`config.mk`:
```
export PLATFORM = sky130hd
export DESIGN_NAME = errsig_top
export DESIGN_NICKNAME = d
export VERILOG_FILES = /design/src/rtl/errsig_pkg.sv /design/src/rtl/errsig_classify.sv /design/src/rtl/errsig_decide.sv /design/src/rtl/errsig_status.sv /design/src/rtl/errsig_top.sv
export SDC_FILE = /design/constraint.sdc
export NUM_CORES = 1
export LEC_CHECK = 0
export BUFFER_PORTS_ARGS = -buffer_cell sky130_fd_sc_hd__buf_2
export CAP_MARGIN = 25
export CORE_MARGIN = 8
export CORE_UTILIZATION = 43
export DETAILED_ROUTE_END_ITERATION = 7
export PLACE_DENSITY = 0.93
export SYNTH_ARGS = -nofsm -noshare
export SYNTH_HDL_FRONTEND = slang
export SYNTH_SLANG_ARGS = --single-unit
```
`constraint.sdc`:
```
create_clock -name clk -period 5.7 [get_ports clk]
set_clock_uncertainty 0.15 [all_clocks]
set_input_delay 1.14 -clock clk [delete_from_list [all_inputs] [get_ports clk]]
set_output_delay 1.14 -clock clk [all_outputs]
set_load 0.01 [all_outputs]
```
`src/rtl/errsig_pkg.sv`:
```
package errsig_pkg;

  localparam int STAT_W = 32;
  localparam int SRC_W  = 16;
  localparam int DSTA_W = 4;

  // device status bit positions
  localparam int DSTA_COR   = 0;
  localparam int DSTA_NF    = 1;
  localparam int DSTA_FATAL = 2;
  localparam int DSTA_UR    = 3;

  // default bit positions inside the status vectors
  localparam int ADV_POS_DEF = 13;
  localparam int HLO_POS_DEF = 15;
  localparam int UR_POS_DEF  = 20;

  localparam logic [STAT_W-1:0] UNC_SUP_DEF = 32'h03FF_F030;
  localparam logic [STAT_W-1:0] COR_SUP_DEF = 32'h0000_F1C1;
  localparam logic [STAT_W-1:0] UNC_SEV_DEF = 32'h0046_2030;

  typedef enum logic [1:0] {
    SEV_COR     = 2'd0,
    SEV_NONFATAL = 2'd1,
    SEV_FATAL   = 2'd2
  } sev_e;

endpackage

```
`src/rtl/errsig_classify.sv`:
```
module errsig_classify
  import errsig_pkg::*;
#(
  parameter int                STAT_W_P = STAT_W,
  parameter logic [STAT_W_P-1:0] UNC_SUP = UNC_SUP_DEF,
  parameter logic [STAT_W_P-1:0] COR_SUP = COR_SUP_DEF,
  parameter int                ADV_POS  = ADV_POS_DEF,
  parameter int                UR_POS   = UR_POS_DEF
) (
  input  logic [STAT_W_P-1:0] status,
  input  logic                corr,
  input  logic                maybe_adv,
  input  logic [STAT_W_P-1:0] unc_sev,
  output logic                ok,
  output logic                path_cor,
  output logic                is_adv,
  output logic                is_fatal,
  output logic                is_ur,
  output logic [STAT_W_P-1:0] cor_bit,
  output logic [STAT_W_P-1:0] unc_bit
);

  localparam logic [STAT_W_P-1:0] ADV_VEC = STAT_W_P'(1) << ADV_POS;
  localparam logic [STAT_W_P-1:0] UR_VEC  = STAT_W_P'(1) << UR_POS;

  logic [STAT_W_P-1:0] filt;

  always_comb begin
    filt     = status & (corr ? COR_SUP : UNC_SUP);
    ok       = (filt != '0) && ((filt & (filt - STAT_W_P'(1))) == '0);
    is_fatal = !corr && ((filt & unc_sev) != '0);
    is_adv   = !corr && !is_fatal && maybe_adv;
    path_cor = corr || is_adv;
    is_ur    = !corr && (filt == UR_VEC);
    unc_bit  = corr ? '0 : filt;
    if (corr) begin
      cor_bit = filt;
    end else if (is_adv) begin
      cor_bit = ADV_VEC;
    end else begin
      cor_bit = '0;
    end
  end

endmodule

```
`src/rtl/errsig_decide.sv`:
```
module errsig_decide
  import errsig_pkg::*;
#(
  parameter int STAT_W_P = STAT_W
) (
  input  logic                fire,
  input  logic                ok,
  input  logic                path_cor,
  input  logic                is_adv,
  input  logic                is_fatal,
  input  logic                is_ur,
  input  logic [STAT_W_P-1:0] cor_bit,
  input  logic [STAT_W_P-1:0] unc_bit,
  input  logic [STAT_W_P-1:0] unc_mask,
  input  logic [STAT_W_P-1:0] cor_mask,
  input  logic                serr_en,
  input  logic                cor_en,
  input  logic                nf_en,
  input  logic                fat_en,
  input  logic                ur_en,
  output logic                rec_req,
  output logic                send,
  output logic [1:0]          sev,
  output logic [DSTA_W-1:0]   set_dsta,
  output logic [STAT_W_P-1:0] set_cor,
  output logic [STAT_W_P-1:0] set_unc
);

  logic act;
  logic cor_masked;
  logic unc_masked;

  always_comb begin
    act        = fire && ok;
    cor_masked = (cor_mask & cor_bit) != '0;
    unc_masked = (unc_mask & unc_bit) != '0;
    rec_req    = 1'b0;
    send       = 1'b0;
    sev        = SEV_COR;
    set_dsta   = '0;
    set_cor    = '0;
    set_unc    = '0;
    if (act) begin
      set_dsta[DSTA_UR] = is_ur;
      if (path_cor) begin
        set_dsta[DSTA_COR] = 1'b1;
        set_cor            = cor_bit;
        if (!cor_masked) begin
          if (is_adv) begin
            rec_req = !unc_masked;
            set_unc = unc_bit;
          end
          send = !(is_ur && !ur_en) && cor_en;
        end
      end else begin
        set_dsta[DSTA_FATAL] = is_fatal;
        set_dsta[DSTA_NF]    = !is_fatal;
        set_unc              = unc_bit;
        sev                  = is_fatal ? SEV_FATAL : SEV_NONFATAL;
        if (!unc_masked) begin
          rec_req = 1'b1;
          send    = !(is_ur && !ur_en && !serr_en) &&
                    (serr_en || (is_fatal ? fat_en : nf_en));
        end
      end
    end
  end

endmodule

```
`src/rtl/errsig_status.sv`:
```
module errsig_status
  import errsig_pkg::*;
#(
  parameter int STAT_W_P = STAT_W
) (
  input  logic                clk,
  input  logic                rst_n,
  input  logic [DSTA_W-1:0]   set_dsta,
  input  logic [STAT_W_P-1:0] set_cor,
  input  logic [STAT_W_P-1:0] set_unc,
  output logic [DSTA_W-1:0]   dsta_q,
  output logic [STAT_W_P-1:0] cor_q,
  output logic [STAT_W_P-1:0] unc_q
);

  logic [DSTA_W-1:0]   dsta_d;
  logic [STAT_W_P-1:0] cor_d;
  logic [STAT_W_P-1:0] unc_d;
  logic                upd_en;

  always_comb begin
    upd_en = (set_dsta != '0) || (set_cor != '0) || (set_unc != '0);
    dsta_d = dsta_q | set_dsta;
    cor_d  = cor_q | set_cor;
    unc_d  = unc_q | set_unc;
  end

  always_ff @(posedge clk or negedge rst_n) begin
    if (!rst_n) begin
      dsta_q <= '0;
      cor_q  <= '0;
      unc_q  <= '0;
    end else if (upd_en) begin
      dsta_q <= dsta_d;
      cor_q  <= cor_d;
      unc_q  <= unc_d;
    end
  end

  // status bits never fall while out of reset
  a_r10_unc_sticky: assert property (@(posedge clk) disable iff (!rst_n)
    (unc_q != '0) |=> ((unc_q & $past(unc_q)) == $past(unc_q)));
  a_r10_cor_sticky: assert property (@(posedge clk) disable iff (!rst_n)
    (cor_q != '0) |=> ((cor_q & $past(cor_q)) == $past(cor_q)));

endmodule

```
`src/rtl/errsig_top.sv`:
```
module errsig_top
  import errsig_pkg::*;
#(
  parameter int                  STAT_W_P = STAT_W,
  parameter int                  SRC_W_P  = SRC_W,
  parameter logic [STAT_W_P-1:0] UNC_SUP  = UNC_SUP_DEF,
  parameter logic [STAT_W_P-1:0] COR_SUP  = COR_SUP_DEF,
  parameter int                  ADV_POS  = ADV_POS_DEF,
  parameter int                  HLO_POS  = HLO_POS_DEF,
  parameter int                  UR_POS   = UR_POS_DEF
) (
  input  logic                clk,
  input  logic                rst_n,
  input  logic                evt_valid,
  output logic                evt_ready,
  input  logic [STAT_W_P-1:0] evt_status,
  input  logic                evt_corr,
  input  logic                evt_maybe_adv,
  input  logic [SRC_W_P-1:0]  evt_src,
  input  logic [STAT_W_P-1:0] cfg_unc_sev,
  input  logic [STAT_W_P-1:0] cfg_unc_mask,
  input  logic [STAT_W_P-1:0] cfg_cor_mask,
  input  logic                cfg_serr_en,
  input  logic                cfg_cor_rep_en,
  input  logic                cfg_nf_rep_en,
  input  logic                cfg_fat_rep_en,
  input  logic                cfg_ur_rep_en,
  output logic                hdr_req,
  output logic [STAT_W_P-1:0] hdr_vec,
  input  logic                hdr_full,
  output logic                msg_valid,
  output logic [1:0]          msg_sev,
  output logic [SRC_W_P-1:0]  msg_src,
  output logic [DSTA_W-1:0]   dev_sta,
  output logic [STAT_W_P-1:0] cor_sta,
  output logic [STAT_W_P-1:0] unc_sta
);

  localparam logic [STAT_W_P-1:0] HLO_VEC = STAT_W_P'(1) << HLO_POS;

  logic                ovf_pend_q, ovf_pend_d;
  logic                fire;
  logic [STAT_W_P-1:0] e_status;
  logic                e_corr, e_adv;
  logic [SRC_W_P-1:0]  e_src;

  logic                c_ok, c_path_cor, c_adv, c_fatal, c_ur;
  logic [STAT_W_P-1:0] c_cor_bit, c_unc_bit;

  logic                d_rec, d_send;
  logic [1:0]          d_sev;
  logic [DSTA_W-1:0]   d_set_dsta;
  logic [STAT_W_P-1:0] d_set_cor, d_set_unc;

  logic                msg_valid_d;
  logic [1:0]          msg_sev_d;
  logic [SRC_W_P-1:0]  msg_src_d;
  logic                msg_load;

  // event source select: a pending overflow error wins over the port
  always_comb begin
    evt_ready = !ovf_pend_q;
    fire      = ovf_pend_q || evt_valid;
    if (ovf_pend_q) begin
      e_status = HLO_VEC;
      e_corr   = 1'b1;
      e_adv    = 1'b0;
      e_src    = '0;
    end else begin
      e_status = evt_status;
      e_corr   = evt_corr;
      e_adv    = evt_maybe_adv;
      e_src    = evt_src;
    end
  end

  errsig_classify #(
    .STAT_W_P (STAT_W_P),
    .UNC_SUP  (UNC_SUP),
    .COR_SUP  (COR_SUP),
    .ADV_POS  (ADV_POS),
    .UR_POS   (UR_POS)
  ) i_classify (
    .status    (e_status),
    .corr      (e_corr),
    .maybe_adv (e_adv),
    .unc_sev   (cfg_unc_sev),
    .ok        (c_ok),
    .path_cor  (c_path_cor),
    .is_adv    (c_adv),
    .is_fatal  (c_fatal),
    .is_ur     (c_ur),
    .cor_bit   (c_cor_bit),
    .unc_bit   (c_unc_bit)
  );

  errsig_decide #(
    .STAT_W_P (STAT_W_P)
  ) i_decide (
    .fire     (fire),
    .ok       (c_ok),
    .path_cor (c_path_cor),
    .is_adv   (c_adv),
    .is_fatal (c_fatal),
    .is_ur    (c_ur),
    .cor_bit  (c_cor_bit),
    .unc_bit  (c_unc_bit),
    .unc_mask (cfg_unc_mask),
    .cor_mask (cfg_cor_mask),
    .serr_en  (cfg_serr_en),
    .cor_en   (cfg_cor_rep_en),
    .nf_en    (cfg_nf_rep_en),
    .fat_en   (cfg_fat_rep_en),
    .ur_en    (cfg_ur_rep_en),
    .rec_req  (d_rec),
    .send     (d_send),
    .sev      (d_sev),
    .set_dsta (d_set_dsta),
    .set_cor  (d_set_cor),
    .set_unc  (d_set_unc)
  );

  errsig_status #(
    .STAT_W_P (STAT_W_P)
  ) i_status (
    .clk      (clk),
    .rst_n    (rst_n),
    .set_dsta (d_set_dsta),
    .set_cor  (d_set_cor),
    .set_unc  (d_set_unc),
    .dsta_q   (dev_sta),
    .cor_q    (cor_sta),
    .unc_q    (unc_sta)
  );

  always_comb begin
    hdr_req     = d_rec;
    hdr_vec     = d_rec ? c_unc_bit : '0;
    ovf_pend_d  = d_rec && hdr_full && d_send;
    msg_valid_d = d_send;
    msg_sev_d   = d_sev;
    msg_src_d   = e_src;
    msg_load    = d_send || msg_valid;
  end

  always_ff @(posedge clk or negedge rst_n) begin
    if (!rst_n) begin
      ovf_pend_q <= 1'b0;
    end else begin
      ovf_pend_q <= ovf_pend_d;
    end
  end

  always_ff @(posedge clk or negedge rst_n) begin
    if (!rst_n) begin
      msg_valid <= 1'b0;
      msg_sev   <= '0;
      msg_src   <= '0;
    end else if (msg_load) begin
      msg_valid <= msg_valid_d;
      msg_sev   <= msg_sev_d;
      msg_src   <= msg_src_d;
    end
  end

  // only the three defined severity codes appear
  a_r8_sev_code: assert property (@(posedge clk) disable iff (!rst_n)
    msg_valid |-> (msg_sev != 2'd3));
  // the port is held off while the overflow error is injected
  a_r9_ready_hold: assert property (@(posedge clk) disable iff (!rst_n)
    (hdr_req && hdr_full && d_send) |=> !evt_ready);
  // the injected error always lands in the overflow status bit
  a_r9_ovf_status: assert property (@(posedge clk) disable iff (!rst_n)
    !evt_ready |=> ((cor_sta & HLO_VEC) != '0));
  // a rejected event leaves every status unchanged
  a_r1_reject_stable: assert property (@(posedge clk) disable iff (!rst_n)
    (evt_valid && evt_ready && !c_ok) |=>
      ($stable(unc_sta) && $stable(cor_sta) && $stable(dev_sta) && !msg_valid));
  // header is requested only for uncorrectable bits
  a_r5_hdr_onehot: assert property (@(posedge clk) disable iff (!rst_n)
    hdr_req |-> $onehot0(hdr_vec) && (hdr_vec != '0));

endmodule

```
==> results.toml <==
[outcome]
status = "finished clean"

[sta]
period_share = 0.9022
relSlewSlack = 0.3088
drv_slew = 0
min_period_ns = 5.143
max_freq_mhz = 194.5
worst_pin_slew_ns = 1.033
final.setup.tns_ns = 0
setup_viol = 0
final_hold_viol_count = 0
rsz0062_at_grt = "false"

[final_layout]
drive_gt1_frac = 0.4260
num-nets-final = 650
syn_to_final_growth_pct = 26.29
final_util = 0.5504
fin_area_sq_um = 4454
antenna_cells = 0
fin_cells = 605

[clock_tree]
clockRootBuffer = "clkbuf_8"
clock-sinks = 64
numCtsBuffers = 9
cts_tree = "yes"
htreeDepth = 3
cts_setup_buffers = 0
cts.reportedPaths.clkPinSlew_ns = 0.08
cts_buffer_depth = 2
clk_latency_ns = 0.33
ctsHoldBuffers = 0
cts_resized = 0

[synthesis]
yosys_most_used_dff = "dfrtp_1"
synth-simple-area-share = 0.1742
yosysSeqAreaShare = 0.4541
synth_top_area_cell = "dfrtp_1"
synthTopCellsByArea = "dfrtp_1 (45%), buf_4 (8.9%), a21o_1 (4.7%)"
synth_fa_ha_area_frac = 0
synth_compound_area_frac = 0.1816
yosysUniqueCellTypes = 59
syn_avg_cell_area_sq_um = 10.25
syn_area_sq_um = 3527
ys_ff_latch = 64
yosysTopAreaCellShare = 0.4541
synth_top_family_by_area = "compound AO/OA/AOI/OAI gates"
synthCells = 344
synth_edf_count = 0
synthArstFlopShare = 1.000
yosysWarnings = 0
synth_xor_area_frac = 0
yosys-mux-area-fraction = 0.05676

[routing]
dr.pass1.iters = 5
viasPerCell = 5.190
wl_per_cell_um = 18.78
totalWireLength_um = 11360
drc = 0
drtAntennaViolNets = 0
vias = 3140
drt_iter0_drc = 160

[placed_design]
place_hpwl_um = 8853
placed_cells = 587
gp_congestion = 0.8238
placed_area_sq_um = 4220
io_buffer_count = 171

[pwr]
combPwrFrac = 0.146
internal-power_uw = 731.1
p_switching_uw = 285.2
seq_power_share = 0.463
p_sw_frac = 0.2806
p_leak_uw = 0.002665
power_density_nw_per_um2 = 228.2
pwr-share-clk = 0.391
irDropWorstVdd_mv = 0.1582

[floorplan]
initial_core_util = 0.4358
die_area_sq_um = 11360
boundaryPins = 276
die_x_um = 106.6
rows = 33
die_height_um = 106.6
core_area_sq_um = 8093

[grt]
grt_pass1_wl_um = 17070
grt_usage = 0.1887
grt_overflow = 0
antenna_found_initial = 0
grt_pass1_vias = 3292
grt_max_degree = 65

[worst_hold_path]
min_path_type = "reg -> reg"
min_to = "i_status.unc_q[8]"
holdPathStages = 0
worst_hold_startpoint = "i_status.unc_q[8]"

[worst_setup_path]
r2r_setup_slack_ns = 2.20
cp.required_ns = 4.41
path_cells = "buf_2 > nor2b_2 > o32ai_2 > nor2_2 > mux2i_1 > nor4_1 > nand4_1 > nor2_1 > buf_4 > and2_1 > buf_2"
timing.rr.end = "i_status.unc_q[19]"
ff2ff_path_depth = 8
max_stage_delay_ns = 0.55
slowest_stage = "o32ai_2"
path_delay_family = "simple AND/OR/NAND/NOR gates"
end_kind = "output port"
reg2reg_from = "ovf_pend_q"
start_kind = "input pin"
worst-path-buf-inv = 3
crit_arrival_ns = 3.85
worstPathMaxFanout = 16
path_common_cell = "buf_2"
worstSetupPathType = "in -> out"

[flow_run]
maxCapViolations = 0
-- cell usage after synthesis (all sizes together), types with 3 or more instances --
cell type  count
dfrtp         64
buf           47
clkbuf        27
a21o          22
nor2b         17
mux2          16
and2          15
nor2          14
a22oi         11
nand2         10
a21oi          9
nor3           7
nand2b         6
a221oi         5
nand3          5
nor4           5
o21ai          5
or3            5
a31oi          4
and3           4
a22o           3
inv            3
nand4          3
o2111ai        3
o41ai          3
or2            3
-- layer usage --
layer | vias to the layer above | global-route usage | share of wire
li1 | 1444 | - | -
met1 | 1505 | 0.2284 | 0.40
met2 | 171 | 0.3135 | 0.49
met3 | 20 | 0.06359 | 0.090
met4 | 0 | 0.05126 | 0.015
met5 | - | 0 | 0
-- stage by stage --
stage	total power, uW	worst slack (ns)	hold slack (ns)
final	1016	0.5574	0.2251
after global placement	621.3	0.7514	0.2098
after CTS	1024	0.6334	0.2287
after global routing	1062	0.3848	0.2369
after detailed placement	626.1	0.6487	0.2104
after floorplan	574.5	1.167	0.3432
-- logic make-up after synthesis --
| kind of cell | Yosys count |
|---|---|
| DFF | 64 |
| other | 1 |
| buffers and inverters | 77 |
| and+or+nand+nor | 101 |
| AOI/OAI and AO/OA | 83 |
| muxes | 18 |
-- cell usage in the layout (no fill, tap or decap), types with 2 or more instances in the layout --
cell / synthesis / routed
nor4_1: 5 / 5
nor2_2: 2 / 2
a31oi_1: 4 / 4
mux2_2: 8 / 8
nand2_1: 10 / 10
nand3_1: 4 / 4
o21ai_0: 5 / 5
nor3_1: 5 / 5
mux2_1: 8 / 8
and3_1: 4 / 4
a211oi_1: 2 / 2
a21oi_1: 8 / 8
nand4_1: 3 / 3
a22oi_1: 11 / 11
or2_1: 2 / 2
a41o_1: 2 / 2
nand3b_1: 2 / 2
nor2b_1: 16 / 16
clkbuf_8: 0 / 9
and2_1: 15 / 15
or3_1: 5 / 5
mux2i_1: 2 / 2
conb_1: 1 / 40
a22o_1: 3 / 3
buf_4: 42 / 2
nand2b_1: 6 / 6
nor2_1: 11 / 11
o21bai_1: 2 / 2
or4_4: 2 / 2
o41ai_1: 3 / 3
a21o_1: 22 / 22
inv_1: 3 / 3
o221ai_1: 2 / 2
o2111ai_1: 3 / 3
clkinv_4: 0 / 2
buf_2: 3 / 171
a221oi_1: 5 / 5
buf_8: 0 / 2
dfrtp_1: 64 / 64
-- flip-flops by register name (all words and copies together), names as in the netlist --
name	cells
i_status.cor_q	20
i_status.dsta_q	4
i_status.unc_q	20
msg_sev	2
msg_src	16
msg_valid	1
ovf_pend_q	1
-- power groups by stage --
stage / registers [uW] / logic [uW] / clock network, uW
final: 471 / 148 / 398
after global routing: 472 / 163 / 427
after CTS: 471 / 147 / 406
after detailed placement: 480 / 146 / 0
after global placement: 479 / 142 / 0
after floorplan: 486 / 88.8 / 0
-- worst max path at each step --
stage	start	end	slack, ns	cells past startpoint
detailed placement	evt_corr	hdr_vec[14]	0.65	11
finish	evt_corr	hdr_vec[25]	0.56	11
global placement	evt_corr	hdr_vec[19]	0.75	11
global route	evt_corr	hdr_vec[14]	0.38	11
CTS	ovf_pend_q	hdr_vec[14]	0.63	10
floorplan	evt_status[4]	hdr_vec[14]	1.17	10
-- layout make-up --
cell class                 instances  area (sq um)
tap                              105         131.4
inverter                           3         11.26
clock buffer                       9         123.9
sequential                        64          1602
clock inverter                     7         80.08
timing repair buffer             175         900.9
fill                             732          3638
multi-input combinational        242          1605
(Power assumes the default switching activity.)
